## src/rtl/cap_tmr_pkg.sv

```systemverilog
package cap_tmr_pkg;

  localparam int unsigned ADDR_W = 3;

  localparam logic [ADDR_W-1:0] ADDR_CTRL   = 3'd0;
  localparam logic [ADDR_W-1:0] ADDR_STAT   = 3'd1;
  localparam logic [ADDR_W-1:0] ADDR_CNT_HI = 3'd6;
  localparam logic [ADDR_W-1:0] ADDR_CNT_LO = 3'd7;

  // counter tick source encoding
  typedef enum logic [1:0] {
    TICK_DIV4 = 2'b00,
    TICK_DIV2 = 2'b01,
    TICK_DIV8 = 2'b10,
    TICK_EXT  = 2'b11
  } tick_sel_e;

  typedef struct packed {
    logic       one_pulse;  // bit 7
    logic       pwm;        // bit 6
    tick_sel_e  tick_sel;   // bits 5:4
    logic       gmask;      // bit 3
    logic       ien;        // bit 2
    logic [1:0] rise;       // bits 1:0, per channel
  } ctrl_t;

  localparam ctrl_t CTRL_RST = '{one_pulse: 1'b0, pwm: 1'b0, tick_sel: TICK_DIV4,
                                 gmask: 1'b1, ien: 1'b0, rise: 2'b00};

  function automatic logic [ADDR_W-1:0] cap_hi_addr(input int unsigned ch);
    return ADDR_W'(2 + 2 * ch);
  endfunction

  function automatic logic [ADDR_W-1:0] cap_lo_addr(input int unsigned ch);
    return ADDR_W'(3 + 2 * ch);
  endfunction

endpackage

```

## src/rtl/cap_tmr_tick.sv

```systemverilog
module cap_tmr_tick
  import cap_tmr_pkg::*;
#(
  parameter int unsigned CNT_W = 16,
  parameter int unsigned PRE_W = 3
) (
  input  logic             clk_i,
  input  logic             rst_ni,
  input  tick_sel_e        tick_sel_i,
  input  logic             ext_tick_i,
  output logic [CNT_W-1:0] cnt_o
);

  logic [PRE_W-1:0] pre_q, pre_d;
  logic [CNT_W-1:0] cnt_q, cnt_d;
  logic             tick;

  always_comb begin
    pre_d = pre_q + PRE_W'(1);
    unique case (tick_sel_i)
      TICK_DIV2: tick = &pre_q[0:0];
      TICK_DIV4: tick = &pre_q[1:0];
      TICK_DIV8: tick = &pre_q[2:0];
      default:   tick = ext_tick_i;
    endcase
    cnt_d = cnt_q;
    if (tick) begin
      cnt_d = cnt_q + CNT_W'(1);
    end
  end

  always_ff @(posedge clk_i or negedge rst_ni) begin
    if (!rst_ni) begin
      pre_q <= '0;
      cnt_q <= '0;
    end else begin
      pre_q <= pre_d;
      cnt_q <= cnt_d;
    end
  end

  assign cnt_o = cnt_q;

endmodule

```

## src/rtl/cap_tmr_edge.sv

```systemverilog
module cap_tmr_edge #(
  parameter int unsigned SYNC_STAGES = 2
) (
  input  logic clk_i,
  input  logic rst_ni,
  input  logic pin_i,
  input  logic rise_i,
  output logic edge_o
);

  logic [SYNC_STAGES-1:0] sync_q, sync_d;
  logic                   prev_q;
  logic                   smp;

  assign smp = sync_q[SYNC_STAGES-1];

  always_comb begin
    sync_d = {sync_q[SYNC_STAGES-2:0], pin_i};
  end

  always_ff @(posedge clk_i or negedge rst_ni) begin
    if (!rst_ni) begin
      sync_q <= '0;
      prev_q <= 1'b0;
    end else begin
      sync_q <= sync_d;
      prev_q <= smp;
    end
  end

  assign edge_o = rise_i ? (smp & ~prev_q) : (~smp & prev_q);

endmodule

```

## src/rtl/cap_tmr_chan.sv

```systemverilog
module cap_tmr_chan #(
  parameter int unsigned CNT_W = 16
) (
  input  logic             clk_i,
  input  logic             rst_ni,
  input  logic             edge_i,
  input  logic             en_i,
  input  logic [CNT_W-1:0] cnt_i,
  input  logic             stat_rd_i,
  input  logic             hi_rd_i,
  input  logic             lo_rd_i,
  input  logic             lo_acc_i,
  output logic [CNT_W-1:0] cap_o,
  output logic             flag_o,
  output logic             lock_o
);

  logic [CNT_W-1:0] cap_q, cap_d;
  logic             flag_q, flag_d;
  logic             lock_q, lock_d;
  logic             arm_q, arm_d;
  logic             blocked, take;

  // a high-byte read blocks in its own cycle; the low-byte read cycle is free
  assign blocked = hi_rd_i | (lock_q & ~lo_rd_i);
  assign take    = edge_i & en_i & ~blocked;

  always_comb begin
    cap_d  = cap_q;
    flag_d = flag_q;
    arm_d  = arm_q;
    lock_d = lock_q;
    if (take) begin
      cap_d  = cnt_i;
      flag_d = 1'b1;
      arm_d  = 1'b0;
    end else if (lo_acc_i && arm_q) begin
      flag_d = 1'b0;
      arm_d  = 1'b0;
    end else if (stat_rd_i && flag_q) begin
      arm_d  = 1'b1;
    end
    if (hi_rd_i) begin
      lock_d = 1'b1;
    end else if (lo_rd_i) begin
      lock_d = 1'b0;
    end
  end

  always_ff @(posedge clk_i or negedge rst_ni) begin
    if (!rst_ni) begin
      cap_q  <= '0;
      flag_q <= 1'b0;
      arm_q  <= 1'b0;
      lock_q <= 1'b0;
    end else begin
      cap_q  <= cap_d;
      flag_q <= flag_d;
      arm_q  <= arm_d;
      lock_q <= lock_d;
    end
  end

  assign cap_o  = cap_q;
  assign flag_o = flag_q;
  assign lock_o = lock_q;

endmodule

```

## src/rtl/cap_timer.sv

```systemverilog
module cap_timer
  import cap_tmr_pkg::*;
#(
  parameter int unsigned BYTE_W      = 8,
  parameter int unsigned SYNC_STAGES = 2,
  parameter int unsigned PRE_W       = 3
) (
  input  logic              clk_i,
  input  logic              rst_ni,
  input  logic [ADDR_W-1:0] addr_i,
  input  logic              rd_i,
  input  logic              wr_i,
  input  logic [BYTE_W-1:0] wdata_i,
  output logic [BYTE_W-1:0] rdata_o,
  input  logic [1:0]        cap_pin_i,
  input  logic              ext_tick_i,
  output logic              irq_o
);

  localparam int unsigned CNT_W  = 2 * BYTE_W;
  localparam int unsigned NUM_CH = 2;
  localparam int unsigned RST_W  = 2;

  // reset: asserted asynchronously, released on the clock
  logic [RST_W-1:0] rst_sync_q;
  logic             rst_n;

  always_ff @(posedge clk_i or negedge rst_ni) begin
    if (!rst_ni) begin
      rst_sync_q <= '0;
    end else begin
      rst_sync_q <= {rst_sync_q[RST_W-2:0], 1'b1};
    end
  end
  assign rst_n = rst_sync_q[RST_W-1];

  // control register
  ctrl_t ctrl_q, ctrl_d;
  logic  ctrl_we;

  assign ctrl_we = wr_i && (addr_i == ADDR_CTRL);

  always_comb begin
    ctrl_d = ctrl_q;
    if (ctrl_we) begin
      ctrl_d = ctrl_t'(wdata_i);
    end
  end

  always_ff @(posedge clk_i or negedge rst_n) begin
    if (!rst_n) begin
      ctrl_q <= CTRL_RST;
    end else begin
      ctrl_q <= ctrl_d;
    end
  end

  // counter
  logic [CNT_W-1:0] cnt_w;

  cap_tmr_tick #(
    .CNT_W (CNT_W),
    .PRE_W (PRE_W)
  ) tick_i (
    .clk_i      (clk_i),
    .rst_ni     (rst_n),
    .tick_sel_i (ctrl_q.tick_sel),
    .ext_tick_i (ext_tick_i),
    .cnt_o      (cnt_w)
  );

  // channels
  logic                            stat_rd;
  logic [NUM_CH-1:0]               edge_w, en_w, flag_w, lock_w;
  logic [NUM_CH-1:0]               hi_rd_w, lo_rd_w, lo_acc_w;
  logic [NUM_CH-1:0][CNT_W-1:0]    cap_w;

  assign stat_rd = rd_i && (addr_i == ADDR_STAT);

  // channel 1 (index 0) is taken by the pulse modes
  assign en_w[0] = ~(ctrl_q.pwm | ctrl_q.one_pulse);
  assign en_w[1] = 1'b1;

  for (genvar ch = 0; ch < NUM_CH; ch++) begin : g_ch
    assign hi_rd_w[ch]  = rd_i && (addr_i == cap_hi_addr(ch));
    assign lo_rd_w[ch]  = rd_i && (addr_i == cap_lo_addr(ch));
    assign lo_acc_w[ch] = (rd_i || wr_i) && (addr_i == cap_lo_addr(ch));

    cap_tmr_edge #(
      .SYNC_STAGES (SYNC_STAGES)
    ) edge_i (
      .clk_i  (clk_i),
      .rst_ni (rst_n),
      .pin_i  (cap_pin_i[ch]),
      .rise_i (ctrl_q.rise[ch]),
      .edge_o (edge_w[ch])
    );

    cap_tmr_chan #(
      .CNT_W (CNT_W)
    ) chan_i (
      .clk_i     (clk_i),
      .rst_ni    (rst_n),
      .edge_i    (edge_w[ch]),
      .en_i      (en_w[ch]),
      .cnt_i     (cnt_w),
      .stat_rd_i (stat_rd),
      .hi_rd_i   (hi_rd_w[ch]),
      .lo_rd_i   (lo_rd_w[ch]),
      .lo_acc_i  (lo_acc_w[ch]),
      .cap_o     (cap_w[ch]),
      .flag_o    (flag_w[ch]),
      .lock_o    (lock_w[ch])
    );
  end

  // read data
  always_comb begin
    rdata_o = '0;
    if (addr_i == ADDR_CTRL) begin
      rdata_o = BYTE_W'(ctrl_q);
    end else if (addr_i == ADDR_STAT) begin
      rdata_o = {{(BYTE_W-NUM_CH){1'b0}}, flag_w};
    end else if (addr_i == ADDR_CNT_HI) begin
      rdata_o = cnt_w[CNT_W-1:BYTE_W];
    end else if (addr_i == ADDR_CNT_LO) begin
      rdata_o = cnt_w[BYTE_W-1:0];
    end
    for (int ch = 0; ch < NUM_CH; ch++) begin
      if (addr_i == cap_hi_addr(ch)) begin
        rdata_o = cap_w[ch][CNT_W-1:BYTE_W];
      end else if (addr_i == cap_lo_addr(ch)) begin
        rdata_o = cap_w[ch][BYTE_W-1:0];
      end
    end
  end

  // shared interrupt
  assign irq_o = ctrl_q.ien & ~ctrl_q.gmask & (|flag_w);

endmodule

```

## config.mk

```make
export PLATFORM = sky130hd
export DESIGN_NAME = cap_timer
export DESIGN_NICKNAME = d
export VERILOG_FILES = /design/src/rtl/cap_tmr_pkg.sv /design/src/rtl/cap_tmr_tick.sv /design/src/rtl/cap_tmr_edge.sv /design/src/rtl/cap_tmr_chan.sv /design/src/rtl/cap_timer.sv
export SDC_FILE = /design/constraint.sdc
export NUM_CORES = 1
export LEC_CHECK = 0
export ABC_CLOCK_PERIOD_IN_PS = 2200
export BUFFER_PORTS_ARGS = -buffer_cell sky130_fd_sc_hd__buf_2
export CORE_AREA = 2 2 93 140
export CTS_BUF_LIST = sky130_fd_sc_hd__clkbuf_8 sky130_fd_sc_hd__clkbuf_16
export DETAILED_ROUTE_END_ITERATION = 6
export DIE_AREA = 0 0 95 142
export PLACE_DENSITY = 0.53
export SKIP_LAST_GASP = 1
export SYNTH_ARGS = -nofsm -noshare
export SYNTH_HDL_FRONTEND = slang
export SYNTH_SLANG_ARGS = --single-unit
export TNS_END_PERCENT = 50
```

## constraint.sdc

```tcl
create_clock -name clk_i -period 2.2 [get_ports clk_i]
set_input_delay 0.11 -clock clk_i [delete_from_list [all_inputs] [get_ports clk_i]]
set_output_delay 0.11 -clock clk_i [all_outputs]
set_load 0.02 [all_outputs]
```

Word-level counts from Yosys, hierarchy flattened
Cells that the tools add are included.
{"block": "word_totals", "register_bits": 73, "out_inout_bits": 9, "in_bits": 18, "wordCells": 105}
{"block": "op_classes", "eq_ne": 9, "n_reduce_logical": 24, "muxes": 25, "n_bitwise": 24, "n_addsub": 2}
{"op": "two-way mux 8 bit", "count": 8}
{"op": "adder 16 x 1 -> 16 bit, second input constant", "count": 1}
{"op": "two-way mux 1 bit", "count": 16}
{"op": "== test 3 bit, second input constant", "count": 4}
{"op": "logical AND 1 bit", "count": 12}
{"op": "bitwise AND 1 bit", "count": 11}
{"op": "inverter 1 bit", "count": 10}
{"op": "nonzero test 2 bit", "count": 4}
{"op": "== test 3 x 2 -> 1 bit, second input constant", "count": 2}
{"op": "nonzero test 3 bit", "count": 2}
{"op": "adder 3 x 1 -> 3 bit, second input constant", "count": 1}
{"op": "== test 3 x 1 -> 1 bit, second input constant", "count": 1}
{"op": "zero test 3 bit", "count": 1}
{"op": "bitwise OR 1 bit", "count": 3}
{"op": "one-hot mux 1 bit (3 select lines)", "count": 1}
{"op": "AND reduction 3 bit", "count": 1}
{"op": "== test 2 x 1 -> 1 bit, second input constant", "count": 1}
{"op": "== test 2 bit, second input constant", "count": 1}
{"op": "zero test 2 bit", "count": 1}
{"op": "AND reduction 2 bit", "count": 1}
{"op": "OR reduction 2 bit", "count": 1}
{"op": "logical OR 1 bit", "count": 1}

Longest topological paths before layout
Gate-level depths: netlist of the first run.
{"block": "logic_depth", "word_depth": 9, "depth_mapped": 7, "mapped_depth_nobuf": 6}

By module
Synthesis of the first run repeated with hierarchy kept, for this count alone.
{"block": "unflattened", "cells_unflattened": 307, "area_unflattened_um2": 3737.3}
{"mod": "cap_tmr_chan", "seq_area_each_um2": 475.5, "n_inst": 2, "cells_each": 47, "area_per_inst_um2": 773.2}
{"mod": "cap_timer", "seq_area_each_um2": 251.5, "n_inst": 1, "cells_each": 135, "area_per_inst_um2": 1141.1}
{"mod": "cap_tmr_tick", "seq_area_each_um2": 475.5, "n_inst": 1, "cells_each": 66, "area_per_inst_um2": 854.6}
{"mod": "cap_tmr_edge", "seq_area_each_um2": 75.1, "n_inst": 2, "cells_each": 6, "area_per_inst_um2": 97.6}

Worst setup path after synthesis of the first run
Ideal clock, no wire load.
{"block": "synth_timing", "path_type": "register to register", "from": "register ctrl_q[0] in the netlist's numbering", "to": "register g_ch[0].chan_i.cap_q[10]", "slack_ps": 386, "path_stages_with_launch": 6, "period_less_slack_ps": 1814, "t_arrival_ps": 1690, "setup_time_ps": 125, "path_cell_list": "dfrtp_1 nor2_1 nand2_1 a2111oi_4 buf_6 mux2_2"}
{"block": "synth_between", "elab_chain_len": 3}
{"item": "start: declaration", "line_no": "cap_timer.sv:38", "rtl": "ctrl_t ctrl_q, ctrl_d;"}
{"item": "start signal: assignment", "line_no": "cap_timer.sv:54", "rtl": "ctrl_q <= ctrl_d;"}
{"item": "two-way mux 1 bit", "line_no": "cap_tmr_edge.sv:31", "rtl": "assign edge_o = rise_i ? (smp & ~prev_q) : (~smp & prev_q);"}
{"item": "bitwise AND 1 bit (2 in series)", "line_no": "cap_tmr_chan.sv:26", "rtl": "assign take = edge_i & en_i & ~blocked;"}
{"item": "end signal: assignment", "line_no": "cap_tmr_chan.sv:57", "rtl": "cap_q <= cap_d;"}
{"item": "end: declaration", "line_no": "cap_tmr_chan.sv:18", "rtl": "logic [CNT_W-1:0] cap_q, cap_d;"}
No other way between the ends.
A chain may end at the register's enable or synchronous reset.

Worst setup path in the final report of the first run
{"block": "layout_timing", "from": "register ctrl_q[3] in the netlist's numbering", "to": "output rdata_o[3]"}
{"block": "layout_between", "elab_chain_len": 5}
{"item": "two-way mux 8 bit", "line_no": "cap_timer.sv:120", "rtl": "if (addr_i == ADDR_CTRL) begin"}
{"item": "two-way mux 8 bit", "line_no": "cap_timer.sv:132", "rtl": "end else if (addr_i == cap_lo_addr(ch)) begin"}
{"item": "two-way mux 8 bit", "line_no": "cap_timer.sv:130", "rtl": "if (addr_i == cap_hi_addr(ch)) begin"}
{"item": "two-way mux 8 bit", "line_no": "cap_timer.sv:132"}
{"item": "two-way mux 8 bit", "line_no": "cap_timer.sv:130"}
{"item": "end: declaration", "line_no": "cap_timer.sv:14", "rtl": "output logic [BYTE_W-1:0] rdata_o,"}
No other way between the ends.

==> impl_metrics.env, run 1 <==
export IMPL_grt_pass1_wl_mm=13.5
export IMPL_ir_worst_vdd_mv=0.448
export IMPL_crit_type="flop to output pin"
export IMPL_final_nets=378
export IMPL_grtUsageTotal_pct=13.1
export IMPL_hold_slack_ps=6.55
export IMPL_place_hpwl_mm=5.69
export IMPL_cp_cell_sequence="or4b_2 -> nand4_1 -> nand2_1 -> o21ai_0 -> buf_2"
export IMPL_root_buffer="clkbuf_16"
export IMPL_yosysMostFrequentCell="dfrtp_1"
export IMPL_grt_pass1_vias=2636
export IMPL_synthTopCellsByCount="72 x dfrtp_1, 43 x mux2_2, 39 x nand2_1, 15 x clkbuf_1"
export IMPL_syn_inst=322
export IMPL_synth_nets=343
export IMPL_num_rows=50
export IMPL_cts_hold_buf=8
export IMPL_rsz0062_at_grt="false"
export IMPL_synth_area_per_cell_um2=11.2
export IMPL_p_sw_uw=1130
export IMPL_die_h_um=142
export IMPL_seqPwrFrac_pct=46.6
export IMPL_hold_class="input pin to flop"
export IMPL_n_antenna_cell=0
export IMPL_maxCapViolCount=0
export IMPL_ant_nets=0
export IMPL_p_leak_uw=0.00197
export IMPL_vias=2604
export IMPL_grt_overflow=0
export IMPL_post_cts_buffers=0
export IMPL_ys_ff_latch=73
export IMPL_skew_ps=6.04
export IMPL_drt_iter0_markers=131
export IMPL_cts_htree_levels=3
export IMPL_netlist_top_cells_area="dfrtp_1 50%, mux2_2 13%, nand2_1 4.0%, xor2_1 2.2%, a2bb2oi_1 1.7%"
export IMPL_clk_pin_slew_worst_paths_ps=60
export IMPL_worst_path_buf_inv=1
export IMPL_drtPass1Iterations=4
export IMPL_crit_arrival_ps=1920
export IMPL_fin_crit_sh_pct=92.3
export IMPL_min_period_ps=2030
export IMPL_cts_made_buffers=9
export IMPL_layout_setup_ws_ps=170
export IMPL_syn_to_final_growth_pct=19.2
export IMPL_fp_coreArea_um2=12300
export IMPL_cts_resized=0
export IMPL_tritoncts="built"
export IMPL_drc=0
export IMPL_ios=27
export IMPL_ys_seq_area_share_pct=50.5
export IMPL_routed_wl_mm=8.05
export IMPL_seqCellArea_um2=1830
export IMPL_synth_area_um2=3620
export IMPL_combPwrFrac_pct=18.4
export IMPL_power_total_uw=3890
export IMPL_grt_max_degree=37
export IMPL_synth_area_leader_cell="dfrtp_1"
export IMPL_cp_max_fo=3
export IMPL_clockBufferDepth=2
export IMPL_critPathSlowestCell="or4b_2"
export IMPL_setup_violations_final=0
export IMPL_gp_congestion=0.783
export IMPL_antenna_found_initial=0
export IMPL_portBuffers=26
export IMPL_slowest_delay_ps=580
export IMPL_start_util_pct=29.4
export IMPL_fill_cells=1228
export IMPL_post_place_ws_ps=290
export IMPL_layout_drive_gt1_share_pct=30.4
export IMPL_fmax_ghz=0.493
export IMPL_cts_sinks=73
export IMPL_cp_data_required_time_ps=2090
export IMPL_switching_share_pct=29.1
export IMPL_crit_family="simple AND/OR/NAND/NOR gates"
export IMPL_drv_slew=0
export IMPL_hold_viol_final=0
export IMPL_status="completed"
export IMPL_dieWidth_um=95
export IMPL_avgRoutedWirePerCell_um=15.5
export IMPL_p_clk_share_pct=35.0
export IMPL_multi_input_area_um2=1670
export IMPL_synth_top_area_share_pct=49.7
export IMPL_startpoint_type="flop"
export IMPL_via_per_inst=5.03
export IMPL_setup_tns_ps=0
export IMPL_intPower_uw=2760
export IMPL_yosys_warnings=0
export IMPL_p_per_area_nw_per_um2=902
export IMPL_yosysUniqueCellTypes=47
export IMPL_async_reset_ff_share_pct=100
export IMPL_die_area_um2=13500
export IMPL_endpoint_kind="output pin"
export IMPL_synth_edf_count=0
export IMPL_clock_latency_ps=340
export IMPL_ys_flop_type="dfrtp_1"
cell type report:
type / instances / share of cell area [%]
tap: 156 / 4.52
multi-input combinational: 221 / 38.7
clock inverter: 5 / 0.522
inverter: 3 / 0.261
clock buffer: 11 / 5.85
timing repair buffer: 49 / 7.77
sequential: 73 / 42.4
metrics by stage:
step | instance area [µm²] | utilization [%] | instances
finish | 4320 | 35.0 | 518
global route | 4320 | 35.0 | 518
CTS | 4320 | 35.0 | 518
detailed placement | 3960 | 32.2 | 494
global placement | 3960 | 32.2 | 494
floorplan | 3620 | - | 322
flip-flops by register name, summed over array words and instances, names as in the netlist:
signal / flops
g_ch.chan_i.cap_o: 32
g_ch.chan_i.flag_o: 2
rst_sync_q: 2
tick_i.pre_q: 3
g_ch.edge_i.sync_q: 4
g_ch.edge_i.prev_q: 2
ctrl_q: 8
tick_i.cnt_o: 16
g_ch.chan_i.arm_q: 2
g_ch.chan_i.lock_o: 2
routing by layer:
metal  up-vias  wire length [µm]  GRT usage (%)  part of all wire, %
li1       1230                 -              -                    -
met1      1316              3620           16.5                   45
met2        41              4000           21.2                   50
met3        17               255           3.07                  3.2
met4         0               178           5.72                  2.2
met5         -                 0              0                    0
power by group through the flow:
stage / registers, µW / clock network [µW] / logic [µW]
3_5_place_dp: 1850 / 0 / 715
5_1_grt: 1860 / 1430 / 804
6_report: 1820 / 1360 / 716
4_1_cts: 1820 / 1380 / 728
3_3_place_gp: 1840 / 0 / 702
2_1_floorplan: 1750 / 0 / 554
path summary, 6_finish.rpt:
check,startpoint,endpoint,slack (ps),cells after the start
max,ctrl_q[3]$_DFFE_PN1P_,rdata_o[3],170,5
min,wdata_i[5],ctrl_q[5]$_DFFE_PN0P_,7,2
max reg2reg,tick_i.pre_q[0]$_DFF_PN0_,tick_i.cnt_o[12]$_DFFE_PN0P_,280,6
min reg2reg,rst_sync_q[1]$_DFF_PN0_,tick_i.cnt_o[0]$_DFFE_PN0P_,160,0
max in group asynchronous,rst_sync_q[1]$_DFF_PN0_,g_ch[1].chan_i.cap_o[3]$_DFFE_PN0P_,1420,1
min in group asynchronous,rst_ni,rst_sync_q[1]$_DFF_PN0_,90,2
placed cells by master, fill, tap and decap left out, types with 3 or more instances in the layout:
cell	Yosys	routed
a211oi_1	6	6
a21oi_1	4	4
a22oi_1	6	6
a2bb2oi_1	7	7
and2_1	3	3
buf_2	4	26
buf_4	1	14
clkbuf_16	0	9
clkinv_2	0	3
dfrtp_1	72	71
dlygate4sd3_1	0	8
ha_1	3	3
inv_1	3	5
mux2_2	43	43
mux2i_1	4	4
nand2_1	39	39
nand3_1	10	10
nand3b_1	5	5
nand4_1	9	9
nand4b_1	6	6
nor2_1	9	9
nor2b_1	9	9
o21ai_0	10	10
or4b_2	6	6
xnor2_1	6	6
xor2_1	9	9
cells by family (layout without fill, tap and decap cells):
| kind of cell | Yosys count | in the layout | share of synthesized area [%] |
|---|---|---|---|
| muxes | 48 | 48 | 15.1 |
| other | 1 | 1 | 0.104 |
| xor gates and xnor gates | 15 | 15 | 3.63 |
| buffers and inverters | 28 | 68 | 3.38 |
| AOI/OAI and AO/OA | 44 | 44 | 9.22 |
| adders and majority gates | 3 | 3 | 1.04 |
| DFF | 73 | 73 | 50.5 |
| and+or+nand+nor | 110 | 110 | 17.1 |
worst register-to-register path, stage by stage, from the launching register on:
cell and delay (ps):
dfrtp_1 390, ha_1 220, ha_1 180, mux4_2 560, and3_1 260, nand4_1 120
xnor2_1 120
Note: power is estimated with default switching activity, not from simulation.
==> inputs of run 2 (changes only) <==
--- a/config.mk
+++ b/config.mk
@@ -12,8 +12,9 @@
 export DETAILED_ROUTE_END_ITERATION = 6
 export DIE_AREA = 0 0 95 142
 export PLACE_DENSITY = 0.53
+export RECOVER_POWER = 50
+export REMOVE_ABC_BUFFERS = 1
 export SKIP_LAST_GASP = 1
 export SYNTH_ARGS = -nofsm -noshare
 export SYNTH_HDL_FRONTEND = slang
 export SYNTH_SLANG_ARGS = --single-unit
-export TNS_END_PERCENT = 50
==> run 2 against run 1 <==
Against the previous run: the flow now finishes with violations (max-capacitance violations, max-slew violations); register-to-register slack about the same; sequential power about the same; clock-buffer cell count decreased by 1; clock skew about the same; combinational power increased by 0.6%; critical endpoint unchanged; highest routed layer unchanged.
==> impl_metrics.env, run 2 (synthesis results as in run 1) <==
export IMPL_cp_max_fo=3
export IMPL_syn_to_final_growth_pct=20.8
export IMPL_post_dp_cell_area_um2=4000
export IMPL_final_common_cell="dfrtp_1"
export IMPL_final_nets=378
export IMPL_max_slew_margin_pct=-8.43
export IMPL_clockBufferDepth=2
export IMPL_cts_made_buffers=9
export IMPL_rr_worst_depth=6
export IMPL_cts_htree_levels=3
export IMPL_drtPass1Iterations=4
export IMPL_ir_worst_vdd_mv=0.397
export IMPL_grtUsageTotal_pct=13.8
export IMPL_p_per_area_nw_per_um2=961
export IMPL_fin_crit_sh_pct=93.3
export IMPL_avgRoutedWirePerCell_um=16.5
export IMPL_vias=2598
export IMPL_min_path_cells=2
export IMPL_root_buffer="clkbuf_16"
export IMPL_layout_common_cells="71 x dfrtp_1, 43 x mux2_2, 39 x nand2_1"
export IMPL_min_period_ps=2050
export IMPL_grt_pass1_vias=2691
export IMPL_grt_max_degree=72
export IMPL_maxCapViolCount=1
export IMPL_start_util_pct=29.4
export IMPL_clk_pin_slew_worst_paths_ps=60
export IMPL_drc=0
export IMPL_fmax_ghz=0.487
export IMPL_setup_violations_final=0
export IMPL_cts_resized=0
export IMPL_hold_viol_final=0
export IMPL_fin_area_um2=4380
export IMPL_crit_arrival_ps=1940
export IMPL_startpoint_type="flop"
export IMPL_via_per_inst=5.02
export IMPL_drt_iter0_markers=181
export IMPL_status="complete, but fails checks"
export IMPL_final_core_util_pct=35.5
export IMPL_rsz0062_at_grt="false"
export IMPL_hp_start="wdata_i[3]"
export IMPL_grt_overflow=0
export IMPL_hold_class="input pin to flop"
export IMPL_violations="max-capacitance violations, max-slew violations"
export IMPL_skew_ps=6.26
export IMPL_fp_coreArea_um2=12300
export IMPL_gp_congestion=0.757
export IMPL_num_rows=50
export IMPL_hold_path_end="ctrl_q[3]$_DFFE_PN1P_"
export IMPL_place_hpwl_mm=5.82
export IMPL_die_area_um2=13500
export IMPL_layout_drive_gt1_share_pct=31.5
export IMPL_n_antenna_cell=0
export IMPL_r2r_slack_ps=280
export IMPL_grt_pass1_wl_mm=14.1
export IMPL_clock_latency_ps=330
export IMPL_portBuffers=26
export IMPL_endpoint_kind="output pin"
export IMPL_crit_type="flop to output pin"
export IMPL_setup_tns_ps=0
export IMPL_tightest_slew_ps=1630
export IMPL_ant_nets=0
export IMPL_r2r_end="tick_i.cnt_o[12]$_DFFE_PN0P_"
export IMPL_rr_startpoint="tick_i.pre_q[0]$_DFF_PN0_"
export IMPL_cp_data_required_time_ps=2090
export IMPL_die_h_um=142
export IMPL_tritoncts="built"
export IMPL_antenna_found_initial=0
export IMPL_ios=27
export IMPL_cts_sinks=73
export IMPL_largest_reg_flops=32
export IMPL_dieWidth_um=95
export IMPL_p_leak_uw=0.00199
export IMPL_routed_wl_mm=8.54
export IMPL_drv_slew=72
-- run 2: changes by cell type in the layout (fill, tap and decap cells not counted) --
| cell | previous run | this run |
|---|---|---|
| dlygate4sd3_1 | 8 | 5 |
| clkbuf_8 | 2 | 1 |
| bufinv_16 | 0 | 3 |
| inv_1 | 5 | 3 |
| clkbuf_1 | 0 | 1 |
| buf_4 | 14 | 16 |
-- run 2: through the flow --
stage / instances / power (µW) / setup slack (ps) / hold slack (ps)
CTS: 518 / 4260 / 113 / 1.21
detailed placement: 497 / 2560 / 270 / -104
global placement: 497 / 2540 / 341 / -104
floorplan: 297 / 2250 / 18.3 / -186
finish: 518 / 4210 / 146 / 7.74
global route: 518 / 4430 / 54.3 / 2.00
-- run 2: report_power, final --
group | switching (µW) | internal, µW | total, µW
sequential | 223 | 1580 | 1810
clock | 549 | 1130 | 1680
combinational | 352 | 368 | 720
total | 1120 | 3080 | 4210
-- run 2: worst max path at each step --
stage | start | end
after floorplan | rst_sync_q[1]$_DFF_PN0_ | ctrl_q[0]$_DFFE_PN0P_
after global placement | tick_i.pre_q[0]$_DFF_PN0_ | tick_i.cnt_o[12]$_DFFE_PN0P_
after detailed placement | tick_i.pre_q[0]$_DFF_PN0_ | tick_i.cnt_o[8]$_DFFE_PN0P_
after CTS | ctrl_q[3]$_DFFE_PN1P_ | rdata_o[3]
after global routing | ctrl_q[3]$_DFFE_PN1P_ | rdata_o[3]
final | ctrl_q[3]$_DFFE_PN1P_ | rdata_o[3]
-- run 2: cell type report --
cell class                      count  area (µm²)
Fill cell                        1219        7950
Tap cell                          156         195
Inverter                            3        11.3
Multi-Input combinational cell    221        1670
Timing Repair Buffer               49         324
Sequential cell                    73        1830
Clock inverter                      6         105
Clock buffer                       10         239
-- run 2: what timing repair did --
item	in CTS	in global routing
endpoints found under the hold margin	6	0
buffers inserted	0	0
hold buffers	5	0
-- run 2: worst max-delay path, cell delays in order (launching register included) --
cell,delay [ps]
dfstp_2,560
or4b_2,600
nand4_1,120
nand2_1,60
o21ai_0,80
buf_2,190
-- run 2: metal layers --
metal	track usage, %	wire length (µm)
met1	16.1	3530
met2	23.9	4590
met3	3.13	218
met4	5.80	198
met5	0	0
